--- src/rtl/dls_pkg.sv ---
package dls_pkg;
    parameter int REG_W = 5;
    localparam int LANES = 2;
    localparam int CLS_W = 2;

    typedef enum logic [CLS_W-1:0] {
        CLS_ALU    = 2'd0,
        CLS_LOAD   = 2'd1,
        CLS_STORE  = 2'd2,
        CLS_BRANCH = 2'd3
    } cls_e;

    typedef logic [REG_W-1:0] reg_t;

    typedef struct packed {
        logic valid;
        cls_e cls;
        reg_t rs1;
        reg_t rs2;
        reg_t rd;
    } dec_slot_t;

    typedef struct packed {
        logic valid;
        logic is_load;
        reg_t rd;
    } ex_slot_t;

    function automatic logic cls_reads_rs2(cls_e c);
        return c != CLS_LOAD;
    endfunction

    function automatic logic cls_writes_rd(cls_e c);
        return (c == CLS_ALU) || (c == CLS_LOAD);
    endfunction
endpackage

--- src/rtl/dls_src_match.sv ---
module dls_src_match
    import dls_pkg::*;
#(
    parameter int NPROD = 3
) (
    input  logic [REG_W-1:0]            src,
    input  logic                        rd_en,
    input  logic [NPROD-1:0][REG_W-1:0] prod_rd,
    input  logic [NPROD-1:0]            prod_live,
    output logic                        hit
);
    logic [NPROD-1:0] match;

    for (genvar p = 0; p < NPROD; p++) begin : g_prod
        assign match[p] = prod_live[p] && (prod_rd[p] == src);
    end

    // index 0 is hardwired and never a dependence
    assign hit = rd_en && (src != '0) && (|match);
endmodule

--- src/rtl/dls_slot_hazard.sv ---
module dls_slot_hazard
    import dls_pkg::*;
(
    input  logic                  me_valid,
    input  cls_e                  me_cls,
    input  reg_t                  me_rs1,
    input  reg_t                  me_rs2,
    input  logic                  older_valid,
    input  cls_e                  older_cls,
    input  reg_t                  older_rd,
    input  ex_slot_t [LANES-1:0]  ex,
    output logic                  dep_hit
);
    localparam int NPROD = LANES + 1;
    localparam int NSRC  = 2;

    logic [NPROD-1:0][REG_W-1:0] p_rd;
    logic [NPROD-1:0]            p_live;
    logic [NSRC-1:0]             src_hit;

    // producers: every execute lane that holds a load, then the older decode lane
    for (genvar e = 0; e < LANES; e++) begin : g_exprod
        assign p_rd[e]   = ex[e].rd;
        assign p_live[e] = ex[e].valid && ex[e].is_load;
    end
    assign p_rd[LANES]   = older_rd;
    assign p_live[LANES] = older_valid && cls_writes_rd(older_cls);

    for (genvar s = 0; s < NSRC; s++) begin : g_src
        dls_src_match #(.NPROD(NPROD)) u_match (
            .src      (s == 0 ? me_rs1 : me_rs2),
            .rd_en    (me_valid && (s == 0 ? 1'b1 : cls_reads_rs2(me_cls))),
            .prod_rd  (p_rd),
            .prod_live(p_live),
            .hit      (src_hit[s])
        );
    end

    assign dep_hit = |src_hit;
endmodule

--- src/rtl/dual_ldu_stall.sv ---
module dual_ldu_stall
    import dls_pkg::*;
(
    input  logic                     clk,
    input  logic                     rst_n,
    input  logic                     fluid_mode,
    input  logic [LANES-1:0]         in_valid,
    input  logic [LANES*CLS_W-1:0]   in_cls,
    input  logic [LANES*REG_W-1:0]   in_rs1,
    input  logic [LANES*REG_W-1:0]   in_rs2,
    input  logic [LANES*REG_W-1:0]   in_rd,
    output logic [LANES-1:0]         stall,
    output logic [LANES-1:0]         grant,
    output logic [LANES-1:0]         fetch_take,
    output logic                     steer_up,
    output logic [LANES-1:0]         ex_valid,
    output logic [LANES-1:0]         ex_load,
    output logic [LANES*REG_W-1:0]   ex_rd,
    output logic [LANES-1:0]         dec_valid,
    output logic [LANES*REG_W-1:0]   dec_rd
);
    localparam int OLD = 0;
    localparam int YNG = 1;

    typedef struct packed {
        dec_slot_t [LANES-1:0] dec;
        ex_slot_t  [LANES-1:0] ex;
    } state_t;

    state_t                 st_q, st_d;
    dec_slot_t [LANES-1:0]  in_grp;
    logic      [LANES-1:0]  hz_hit;
    logic      [LANES-1:0]  stall_w;
    logic      [LANES-1:0]  grant_w;
    logic      [LANES-1:0]  take_d;
    logic                   steer_d;
    logic                   young_only;

    // unpack the presented fetch group
    for (genvar i = 0; i < LANES; i++) begin : g_in
        assign in_grp[i].valid = in_valid[i];
        assign in_grp[i].cls   = cls_e'(in_cls[i*CLS_W +: CLS_W]);
        assign in_grp[i].rs1   = in_rs1[i*REG_W +: REG_W];
        assign in_grp[i].rs2   = in_rs2[i*REG_W +: REG_W];
        assign in_grp[i].rd    = in_rd[i*REG_W +: REG_W];
    end

    // per-lane cross-check; the oldest lane sees an empty older neighbour
    for (genvar i = 0; i < LANES; i++) begin : g_hz
        dls_slot_hazard u_hz (
            .me_valid   (st_q.dec[i].valid),
            .me_cls     (st_q.dec[i].cls),
            .me_rs1     (st_q.dec[i].rs1),
            .me_rs2     (st_q.dec[i].rs2),
            .older_valid(i == OLD ? 1'b0 : st_q.dec[(i == OLD) ? OLD : i-1].valid),
            .older_cls  (i == OLD ? CLS_STORE : st_q.dec[(i == OLD) ? OLD : i-1].cls),
            .older_rd   (i == OLD ? '0 : st_q.dec[(i == OLD) ? OLD : i-1].rd),
            .ex         (st_q.ex),
            .dep_hit    (hz_hit[i])
        );
    end

    // age ordering: an older stall holds every younger occupied lane
    assign stall_w[OLD] = hz_hit[OLD];
    for (genvar i = 1; i < LANES; i++) begin : g_drag
        assign stall_w[i] = hz_hit[i] || (stall_w[i-1] && st_q.dec[i].valid);
    end

    for (genvar i = 0; i < LANES; i++) begin : g_grant
        assign grant_w[i] = st_q.dec[i].valid && !stall_w[i];
    end

    assign young_only = stall_w[YNG] && !stall_w[OLD];

    always_comb begin
        st_d    = st_q;
        take_d  = '0;
        steer_d = 1'b0;
        for (int i = 0; i < LANES; i++) begin
            st_d.ex[i].valid   = grant_w[i];
            st_d.ex[i].is_load = grant_w[i] && (st_q.dec[i].cls == CLS_LOAD);
            st_d.ex[i].rd      = grant_w[i] ? st_q.dec[i].rd : '0;
        end
        if (stall_w[OLD]) begin
            st_d.dec = st_q.dec;
        end else if (young_only) begin
            if (fluid_mode) begin
                st_d.dec[OLD] = st_q.dec[YNG];
                st_d.dec[YNG] = in_grp[OLD];
                take_d[OLD]   = in_valid[OLD];
                steer_d       = 1'b1;
            end else begin
                st_d.dec[OLD] = '0;
                st_d.dec[YNG] = st_q.dec[YNG];
            end
        end else begin
            st_d.dec = in_grp;
            take_d   = in_valid;
        end
    end

    always_ff @(posedge clk or negedge rst_n) begin
        if (!rst_n) st_q <= '0;
        else        st_q <= st_d;
    end

    assign stall      = stall_w;
    assign grant      = grant_w;
    assign fetch_take = take_d;
    assign steer_up   = steer_d;

    for (genvar i = 0; i < LANES; i++) begin : g_out
        assign ex_valid[i]               = st_q.ex[i].valid;
        assign ex_load[i]                = st_q.ex[i].is_load;
        assign ex_rd[i*REG_W +: REG_W]   = st_q.ex[i].rd;
        assign dec_valid[i]              = st_q.dec[i].valid;
        assign dec_rd[i*REG_W +: REG_W]  = st_q.dec[i].rd;
    end


    older_hold_chk: assert property (@(posedge clk) disable iff (!rst_n)
        stall_w[OLD] |=> (!st_q.ex[OLD].valid && st_q.dec[OLD] == $past(st_q.dec[OLD])));


    drag_young_chk: assert property (@(posedge clk) disable iff (!rst_n)
        stall_w[OLD] |=> !st_q.ex[YNG].valid);


    older_issue_chk: assert property (@(posedge clk) disable iff (!rst_n)
        (st_q.dec[OLD].valid && !stall_w[OLD]) |=> st_q.ex[OLD].valid);


    rigid_hold_chk: assert property (@(posedge clk) disable iff (!rst_n)
        (!fluid_mode && young_only) |=>
            (!st_q.dec[OLD].valid && st_q.dec[YNG] == $past(st_q.dec[YNG])));


    fluid_move_chk: assert property (@(posedge clk) disable iff (!rst_n)
        (fluid_mode && young_only) |=> st_q.dec[OLD] == $past(st_q.dec[YNG]));
endmodule

--- config.mk ---
export PLATFORM = sky130hd
export DESIGN_NAME = dual_ldu_stall
export DESIGN_NICKNAME = d
export VERILOG_FILES = /design/src/rtl/dls_pkg.sv /design/src/rtl/dls_src_match.sv /design/src/rtl/dls_slot_hazard.sv /design/src/rtl/dual_ldu_stall.sv
export SDC_FILE = /design/constraint.sdc
export NUM_CORES = 1
export LEC_CHECK = 0
export BUFFER_PORTS_ARGS = -buffer_cell sky130_fd_sc_hd__buf_2
export CAP_MARGIN = 20
export CORE_MARGIN = 2
export CORE_UTILIZATION = 49
export DETAILED_ROUTE_END_ITERATION = 16
export PLACE_DENSITY = 0.76
export SETUP_SLACK_MARGIN = 0.15
export SLEW_MARGIN = 10
export SYNTH_ARGS = -nofsm -noshare
export SYNTH_HDL_FRONTEND = slang
export SYNTH_SLANG_ARGS = --single-unit
--- constraint.sdc ---
create_clock -name clk -period 2.3 [get_ports clk]
set_clock_uncertainty 0.15 [all_clocks]
set_input_delay 0 -clock clk [delete_from_list [all_inputs] [get_ports clk]]
set_output_delay 0 -clock clk [all_outputs]
set_load 0.01 [all_outputs]
==> results.py, run 1 <==
metrics = {
    "detailed_routing": {
        "routed_wl_mm": 13.7,
        "vias": 3539,
        "routed.top_layer": "met4",
        "drcViolationCount": 0,
        "first_pass_iters": 5,
        "drtIter0Drc": 407,
        "wl_per_cell_um": 25.2,
        "viasPerCell": 6.54,
        "wl_met3_mm": 1.52,
        "wl_met1_mm": 4.71,
        "antenna_left": 0,
        "met2_length_mm": 6.43,
    },
    "timing": {
        "rsz0062_at_grt": "yes",
        "slew_viol_final": 0,
        "max_freq_mhz": 385,
        "worst_slack_ns": -0.296,
        "hold_viol_final": 0,
        "timing.setup.tns_ns": -9.48,
        "setup_viol": 52,
        "fin_crit_sh": 1.13,
        "slew_headroom": 0.550,
        "min_period_ns": 2.60,
        "tightest_slew_ns": 0.675,
    },
    "setup_path": {
        "setup.worst_path.start_class": "register",
        "cp-startpoint": "dec_rd[0]",
        "r2r_cells": 10,
        "path_class": "register to register",
        "cp.required_ns": 2.39,
        "cp_max_fo": 7,
        "end_kind": "register",
        "cp_data_arrival_time_ns": 2.68,
        "cp-endpoint": "ex_rd[7]",
        "r2r-end": "ex_rd[7]",
        "timing.rr.start": "dec_rd[0]",
        "r2r_slack_ns": -0.30,
    },
    "global_routing": {
        "antenna_found_initial": 0,
        "grt_pass1_vias": 3340,
        "grt_max_degree": 31,
        "grtUsageTotal": 0.313,
        "grt_first_pass_wirelength_mm": 17.4,
        "overflow": 0,
    },
    "pwr": {
        "clkPwrFrac": 0.235,
        "power_mw": 2.20,
        "irDropWorstVdd_mv": 0.448,
        "p_int_mw": 1.49,
        "power_density_nw_per_um2": 450,
        "switching_share": 0.322,
        "p_leak_nw": 2.08,
        "power_frac_seq": 0.481,
        "pwr-share-comb": 0.284,
        "p_sw_mw": 0.708,
    },
    "placement": {
        "io_buffer_count": 71,
        "dp.final_hpwl_mm": 5.92,
        "place_congestion": 0.906,
        "place_inst": 448,
    },
    "synth": {
        "synth_top_cell_area_share": 0.393,
        "ys_top_cells_by_count": "dfrtp_1 (50), nand2_1 (36), xnor2_1 (32)",
        "syn_nets": 360,
        "synth_edf_count": 0,
        "ys_seq_elements": 50,
        "syn_avg_cell_area_sq_um": 9.92,
        "synth.most_common_cell": "dfrtp_1",
        "ys_warn_count": 0,
        "synth.distinct_cells": 36,
        "synthArstFlopShare": 1.00,
        "ys.flop_type": "dfrtp_1",
        "synthTopCellsByArea": "dfrtp_1 (39%), xnor2_1 (8.8%), mux2i_1 (6.0%), xor2_1 (5.0%), nand4_1 (4.9%)",
        "ys_seq_area_frac": 0.393,
        "synth_area_leader_cell": "dfrtp_1",
        "synthCells": 321,
        "syn_area_sq_um": 3180,
    },
    "clocking": {
        "cts_root_buf": "clkbuf_8",
        "clkTransAtPathRegs_ns": 0.10,
        "cts_tree": "built",
        "htreeDepth": 2,
        "clk_latency_ns": 0.32,
        "clk_path_buf_depth": 2,
        "cts_buffers": 5,
        "cts_sinks": 50,
    },
    "die": {
        "start_util": 0.504,
        "rows": 29,
        "coreArea_sq_um": 6310,
        "dieArea_sq_um": 7160,
        "io_pins": 72,
        "die_w_um": 84.6,
        "die_h_um": 84.6,
    },
    "outcome": {
        "status": "finished with violations",
        "violations": "setup timing",
    },
    "cells_and_area": {
        "antenna_cells": 0,
        "area_growth_pct": 53.7,
        "nets": 503,
        "instances_no_fill": 541,
        "drive_gt1_frac": 0.466,
    },
    "min_path": {
        "hold_path_class": "input pin to async pin",
    },
    "flow_run": {
        "max_cap_violations": 0,
    },
}
## power groups by stage
| stage | clock, mW | combinational (mW) | sequential, mW |
|---|---|---|---|
| finish | 0.517 | 0.625 | 1.06 |
| global route | 0.550 | 0.655 | 1.06 |
| CTS | 0.488 | 0.511 | 1.04 |
| detailed placement | 0 | 0.383 | 1.06 |
| global placement | 0 | 0.373 | 1.05 |
| floorplan | 0 | 0.271 | 1.02 |
## routing by layer
metal	vias to the layer above	track usage
met5	-	0
met2	319	0.523
met3	108	0.0698
met4	0	0.176
met1	1710	0.371
li1	1402	-
## layout by cell type (no fill, tap or decap), types with 2 or more instances in the layout
| master | instances |
|---|---|
| a21oi_1 | 2 |
| a2bb2oi_2 | 17 |
| and2_1 | 5 |
| and2_4 | 2 |
| and3_1 | 6 |
| buf_12 | 7 |
| buf_2 | 68 |
| buf_4 | 43 |
| buf_6 | 11 |
| buf_8 | 4 |
| clkbuf_1 | 2 |
| clkbuf_16 | 2 |
| clkbuf_8 | 5 |
| dfrtp_1 | 31 |
| dfrtp_2 | 19 |
| dlygate4sd3_1 | 37 |
| inv_1 | 2 |
| mux2i_1 | 14 |
| mux2i_2 | 4 |
| nand2_1 | 36 |
| nand2b_1 | 20 |
| nand4_1 | 25 |
| nor2_1 | 2 |
| nor3_2 | 10 |
| nor3b_4 | 2 |
| o211ai_1 | 16 |
| or4_4 | 3 |
| xnor2_1 | 26 |
| xnor2_2 | 6 |
| xor2_1 | 18 |
## stage by stage
stage | utilization | cell area [sq um] | hold slack, ns | worst slack [ns]
final | 0.775 | 4890 | 0.0931 | -0.296
after global routing | 0.775 | 4890 | 0.116 | -0.389
after CTS | 0.716 | 4520 | 0.0748 | -0.0781
after detailed placement | 0.568 | 3590 | -0.109 | -0.119
after global placement | 0.568 | 3590 | -0.114 | -0.0960
after floorplan | - | 3200 | -0.446 | 0.144
## timing repair
action | in CTS | in global routing
buffers inserted | 27 | 17
pin swaps | 14 | 33
gates resized for setup | 56 | 33
endpoints found under the setup margin | 49 | 56
hold buffers | 37 | 0
endpoints found under the hold margin | 61 | 0
gates cloned | 2 | 3
## layout make-up
class,instances,area [sq um]
Tap cell,77,96.3
Timing Repair Buffer,174,1470
Inverter,3,16.3
Multi-Input combinational cell,230,1960
Clock buffer,7,76.3
Sequential cell,50,1270
Fill cell,352,1420
## logic make-up after synthesis
group,after synthesis,synth area share
DFF,50,0.393
AOI/OAI and AO/OA,45,0.139
buffers and inverters,41,0.0719
xor gates and xnor gates,50,0.138
muxes,19,0.0597
and+or+nand+nor,116,0.199
## worst min-delay path by stage
stage | slack, ns | cells after the start | from | to
detailed placement | -0.11 | 1 | rst_n | dec_rd[8]
CTS | 0.07 | 3 | fluid_mode | dec_rd[1]
global route | 0.12 | 3 | fluid_mode | dec_rd[1]
floorplan | -0.45 | 0 | rst_n | dec_rd[0]
finish | 0.09 | 2 | rst_n | ex_valid[1]
global placement | -0.11 | 1 | rst_n | dec_rd[8]
## registers in the layout, summed over array words and instances, names as in the netlist
| signal | flops |
|---|---|
| ex_valid | 2 |
| dec_valid | 2 |
| dec_rd | 10 |
| ex_rd | 10 |
| ex_load | 2 |
| st_q | 24 |
## worst max-delay path, cell delays in order, from the launching register on
cell,delay [ns]
dfrtp_1,0.48
xor2_1,0.31
nor3_2,0.11
nor3_2,0.36
o22ai_4,0.14
buf_12,0.16
buf_12,0.13
nor3b_4,0.24
buf_4,0.16
buf_6,0.12
and2_1,0.16
Power figures use the tool's default switching activity.
==> run 2, diff against run 1 <==
CORE_UTILIZATION = 50   (was 49)
PLACE_DENSITY = 0.77   (was 0.76)
REMOVE_ABC_BUFFERS = 1   (was not set)
SYNTH_HIERARCHICAL = 1   (was not set)
==> results.py, run 2 <==
metrics = {
    "die": {
        "coreArea_sq_um": 6390,
        "die_w_um": 85.6,
        "io_pins": 72,
        "dieArea_sq_um": 7320,
        "die_h_um": 85.6,
        "start_util": 0.521,
        "rows": 29,
    },
    "cells_and_area": {
        "area_growth_pct": 52.3,
        "final_common_cell": "buf_2",
        "drive_gt1_frac": 0.479,
        "antenna_cells": 0,
        "largest_register_ffs": 24,
        "nets": 510,
        "top_register": "st_q",
        "final_cell_mix": "buf_2 (65), dfrtp_1 (48), xor2_1 (48)",
    },
    "global_routing": {
        "overflow": 0,
        "grt_max_degree": 29,
        "grt_first_pass_wirelength_mm": 17.7,
        "grt_pass1_vias": 3346,
        "grtUsageTotal": 0.316,
        "antenna_found_initial": 0,
    },
    "placement": {
        "dp.final_hpwl_mm": 7.03,
        "place_congestion": 0.937,
        "io_buffer_count": 71,
    },
    "detailed_routing": {
        "viasPerCell": 6.21,
        "drtIter0Drc": 284,
        "routed_wl_mm": 12.6,
        "first_pass_iters": 5,
        "antenna_left": 0,
        "wl_per_cell_um": 22.9,
        "vias": 3408,
        "drcViolationCount": 0,
    },
    "timing": {
        "rsz0062_at_grt": "yes",
        "fin_crit_sh": 1.21,
        "hold_viol_final": 0,
        "setup_viol": 53,
        "min_period_ns": 2.78,
        "worst_hold_slack_ns": 0.0906,
        "worst_slack_ns": -0.478,
        "slew_viol_final": 0,
        "tightest_slew_ns": 0.660,
        "slew_headroom": 0.560,
        "max_freq_mhz": 360,
    },
    "setup_path": {
        "setup.worst_path.start_class": "register",
        "cp_data_arrival_time_ns": 2.63,
        "cp.required_ns": 2.15,
        "end_kind": "output pin",
        "cp_max_fo": 5,
        "path_class": "register to output pin",
    },
    "clocking": {
        "clk_path_buf_depth": 2,
        "cts_tree": "built",
        "cts_sinks": 50,
        "cts_buffers": 5,
        "clkTransAtPathRegs_ns": 0.11,
        "htreeDepth": 2,
        "cts_root_buf": "clkbuf_8",
        "clk_latency_ns": 0.33,
    },
    "synth": {
        "synth.most_common_cell": "dfrtp_1",
        "ys_top_cells_by_count": "dfrtp_1 (50), xor2_1 (48), buf_4 (32)",
        "synth_top_cell_area_share": 0.376,
        "synthArstFlopShare": 1.00,
        "synthTopCellsByArea": "dfrtp_1 (38%), xor2_1 (13%), buf_4 (7.2%), o221a_2 (6.1%), a221oi_2 (4.5%)",
        "synth_area_leader_cell": "dfrtp_1",
        "synth_edf_count": 0,
        "ys_warn_count": 6,
        "syn_area_sq_um": 3330,
        "ys_seq_elements": 50,
        "syn_avg_cell_area_sq_um": 10.4,
        "synth.distinct_cells": 34,
        "synthCells": 321,
        "ys_seq_area_frac": 0.376,
        "ys.flop_type": "dfrtp_1",
    },
    "outcome": {
        "violations": "setup timing",
        "status": "finished with violations",
    },
    "pwr": {
        "p_leak_nw": 2.24,
        "power_mw": 2.51,
        "irDropWorstVdd_mv": 0.434,
        "power_density_nw_per_um2": 495,
    },
    "flow_run": {
        "max_cap_violations": 0,
    },
    "min_path": {
        "hold_path_class": "input pin to async pin",
    },
}
## run 2: worst max-delay path, cell delays in order, from the launching register on
cell and delay (ns):
dfrtp_1 0.42, buf_4 0.16, xor2_1 0.16, nor4_1 0.41, nand3_1 0.18, a31oi_1 0.24, or2_4 0.19, inv_2 0.05
buf_6 0.12, buf_6 0.11, nor3_2 0.11, buf_2 0.16
## run 2: where the power goes
part / switching (mW) / internal (mW) / leakage (nW) / total [mW]
Sequential: 0.121 / 0.949 / 0.596 / 1.07
Clock: 0.335 / 0.327 / 0.0585 / 0.661
Combinational: 0.374 / 0.404 / 1.59 / 0.778
Total: 0.829 / 1.68 / 2.24 / 2.51
## run 2: routing by layer
metal	up-vias	wire length, um	track usage
met4	0	694	0.179
met2	231	6180	0.523
met1	1685	4680	0.392
met3	76	988	0.0520
li1	1416	-	-
met5	-	0	0
## run 2: layout make-up
type / count / area, sq um
inverters: 22 / 85.1
flip-flops and latches: 50 / 1250
well taps: 77 / 96.3
clock buffers: 5 / 68.8
clock inverters: 3 / 43.8
fillers: 358 / 1320
repair buffers: 178 / 1430
multi-input cells: 214 / 2080
## run 2: worst paths after layout
| check | start | endpoint | slack, ns | depth (start not counted) |
|---|---|---|---|---|
| max in group asynchronous | rst_n | ex_rd[3] | 1.24 | 3 |
| worst max-delay path | st_q[41] | steer_up | -0.48 | 11 |
| worst min register to register | st_q[30] | ex_load[0] | 0.42 | 1 |
| worst max register to register | st_q[41] | st_q[39] | -0.47 | 11 |
| min in group clk | fluid_mode | st_q[48] | 0.12 | 3 |
| worst min-delay path | rst_n | st_q[37] | 0.09 | 2 |
## run 2: kinds of logic (layout without fill, tap and decap cells)
| kind of cell | Yosys count | in the layout | share of synthesized area |
|---|---|---|---|
| buf+inv | 67 | 208 | 0.134 |
| xor+xnor | 60 | 60 | 0.158 |
| compound gates | 65 | 65 | 0.177 |
| flops | 50 | 50 | 0.376 |
| other cells | 2 | 12 | 0.00226 |
| simple gates | 77 | 77 | 0.152 |
## run 2: through the flow
step	area, sq um	instances	setup slack (ns)	setup TNS (ns)	util
2_1_floorplan	3000	286	-1.02	-35.07	-
3_3_place_gp	3860	486	-0.185	-3.07	0.604
3_5_place_dp	3860	486	-0.238	-5.98	0.604
4_1_cts	4820	547	-0.220	-6.48	0.754
5_1_grt	5060	549	-0.527	-20.98	0.793
6_report	5060	549	-0.478	-19.06	0.793
## run 2: what timing repair did
item / CTS / global route
pin swaps: 22 / 17
cloned: 1 / 0
setup endpoints to repair: 56 / 57
buffers inserted: 15 / 2
gates resized for setup: 70 / 38
endpoints found under the hold margin: 62 / 0
hold buffers: 37 / 0
==> run 3, diff against run 2 <==
--- a/config.mk
+++ b/config.mk
@@ -15,3 +15,2 @@
 export SETUP_SLACK_MARGIN = 0.15
-export SLEW_MARGIN = 10
 export SYNTH_ARGS = -nofsm -noshare
==> constraint.sdc (replaced) <==
create_clock -name clk -period 2.3 [get_ports clk]
set_clock_uncertainty 0.15 [all_clocks]
set_input_delay 0.345 -clock clk [delete_from_list [all_inputs] [get_ports clk]]
set_output_delay 0.345 -clock clk [all_outputs]
set_load 0.01 [all_outputs]
==> results.py, run 3 (same netlist as run 2, synthesis figures left out) <==
metrics = {
    "outcome": {
        "status": "finished with violations",
        "violations": "hold timing, setup timing",
    },
    "pwr": {
        "power_frac_seq": 0.451,
        "power_density_nw_per_um2": 489,
        "clkPwrFrac": 0.239,
        "p_int_mw": 1.58,
        "irDropWorstVdd_mv": 0.530,
        "p_leak_nw": 2.14,
        "pwr-share-comb": 0.310,
        "p_sw_mw": 0.811,
        "switching_share": 0.339,
    },
    "setup_path": {
        "r2r_cells": 11,
        "path_class": "register to output pin",
        "cp_data_arrival_time_ns": 2.53,
        "timing.rr.start": "st_q[46]",
        "end_kind": "output pin",
        "r2r-end": "dec_valid[0]",
        "setup.worst_path.start_class": "register",
        "cp.required_ns": 1.80,
        "cp_max_fo": 5,
        "r2r_slack_ns": -0.55,
    },
    "cells_and_area": {
        "fin_area_sq_um": 4890,
        "top_register": "st_q",
        "final_cell_mix": "buf_2 (67), xor2_1 (46), buf_4 (46)",
        "drive_gt1_frac": 0.549,
        "finish.utilization": 0.766,
        "antenna_cells": 0,
        "area_growth_pct": 47.1,
        "nets": 479,
        "largest_register_ffs": 24,
        "final_common_cell": "buf_2",
    },
    "die": {
        "coreArea_sq_um": 6390,
        "dieArea_sq_um": 7320,
        "die_w_um": 85.6,
        "io_pins": 72,
        "rows": 29,
        "start_util": 0.521,
        "die_h_um": 85.6,
    },
    "detailed_routing": {
        "vias": 3224,
        "antenna_left": 0,
        "first_pass_iters": 5,
        "wl_per_cell_um": 23.1,
        "routed_wl_mm": 11.9,
        "drtIter0Drc": 338,
        "viasPerCell": 6.22,
        "drcViolationCount": 0,
    },
    "timing": {
        "max_freq_mhz": 330,
        "tightest_slew_ns": 0.647,
        "rsz0062_at_grt": "yes",
        "worst_hold_slack_ns": -0.0298,
        "min_period_ns": 3.03,
        "slew_viol_final": 0,
        "slew_headroom": 0.568,
        "worst_slack_ns": -0.729,
        "setup_viol": 56,
        "fin_crit_sh": 1.32,
        "hold_viol_final": 28,
    },
    "global_routing": {
        "grt_pass1_vias": 3114,
        "grt_max_degree": 51,
        "antenna_found_initial": 0,
        "overflow": 0,
        "grt_first_pass_wirelength_mm": 15.9,
        "grtUsageTotal": 0.283,
    },
    "clocking": {
        "clk_path_buf_depth": 2,
        "cts_sinks": 50,
        "htreeDepth": 2,
        "clk_latency_ns": 0.32,
        "cts_tree": "built",
        "cts_buffers": 5,
        "clkTransAtPathRegs_ns": 0.10,
        "cts_root_buf": "clkbuf_8",
    },
    "placement": {
        "dpl_cell_area_sq_um": 3840,
        "io_buffer_count": 71,
        "place_congestion": 0.914,
        "dp.final_hpwl_mm": 6.49,
        "pre_cts_ws_ns": -0.294,
    },
    "min_path": {
        "hold_path_class": "input pin to async pin",
    },
    "flow_run": {
        "max_cap_violations": 0,
    },
}
## run 3: cell count changes in the layout (fill, tap and decap cells not counted), moves of 5 or more
cell | previous run | this run
dlygate4sd3_1 | 37 | 0
o221a_2 | 8 | 2
o221a_4 | 10 | 16
dfrtp_1 | 48 | 43
dfrtp_2 | 2 | 7
## run 3: how the worst max path moves through the flow
stage,to,cells after the start,slack [ns],start
after floorplan,st_q[48],8,-1.02,ex_rd[1]
after global placement,stall[0],8,-0.25,st_q[28]
after detailed placement,st_q[43],10,-0.29,st_q[37]
after CTS,fetch_take[0],8,-0.48,st_q[41]
after global routing,grant[1],10,-0.84,st_q[46]
final,grant[1],10,-0.73,st_q[46]
## run 3: per-layer routing
layer,up-vias,share of wire,global-route usage
li1,1353,-,-
met1,1637,0.38,0.352
met2,182,0.50,0.477
met3,52,0.065,0.0462
met4,0,0.051,0.146
met5,-,0,0
## run 3: area by class of cell
class,count,area (sq um)
clock buffer,6,82.6
tap,77,96.3
multi-input combinational,215,2180
fill,389,1500
clock inverter,2,16.3
sequential,50,1260
timing repair buffer,146,1170
inverter,22,85.1
## run 3: metrics by stage
stage	total power [mW]	hold slack, ns	instances	setup TNS, ns
5_1_grt	2.47	0.0346	518	-27.80
4_1_cts	2.24	0.00774	504	-11.00
6_report	2.39	-0.0298	518	-21.78
3_3_place_gp	1.59	0.344	482	-7.50
3_5_place_dp	1.61	0.343	482	-10.31
2_1_floorplan	1.34	-0.101	286	-37.49
## run 3: worst max-delay path, cell delays in order (launching register included)
cell and delay (ns):
dfrtp_2 0.48, buf_4 0.16, xor2_1 0.16, nor4_1 0.40
nand3_1 0.18, a31oi_1 0.21, or2_4 0.19, buf_6 0.11
nor2_4 0.04, and2_4 0.17, buf_6 0.11
## run 3: power by group through the flow
stage,combinational [mW],clock [mW],sequential (mW)
floorplan,0.259,0,1.08
global placement,0.523,0,1.07
detailed placement,0.534,0,1.07
CTS,0.616,0.566,1.06
global route,0.783,0.605,1.08
finish,0.740,0.572,1.08
## run 3: repair_timing
action	CTS	global route
setup buffers	9	12
cloned	5	2
gates resized for setup	69	59
endpoints found under the hold margin	0	0
pin swaps	24	36
setup endpoints to repair	56	57
hold buffers	0	0
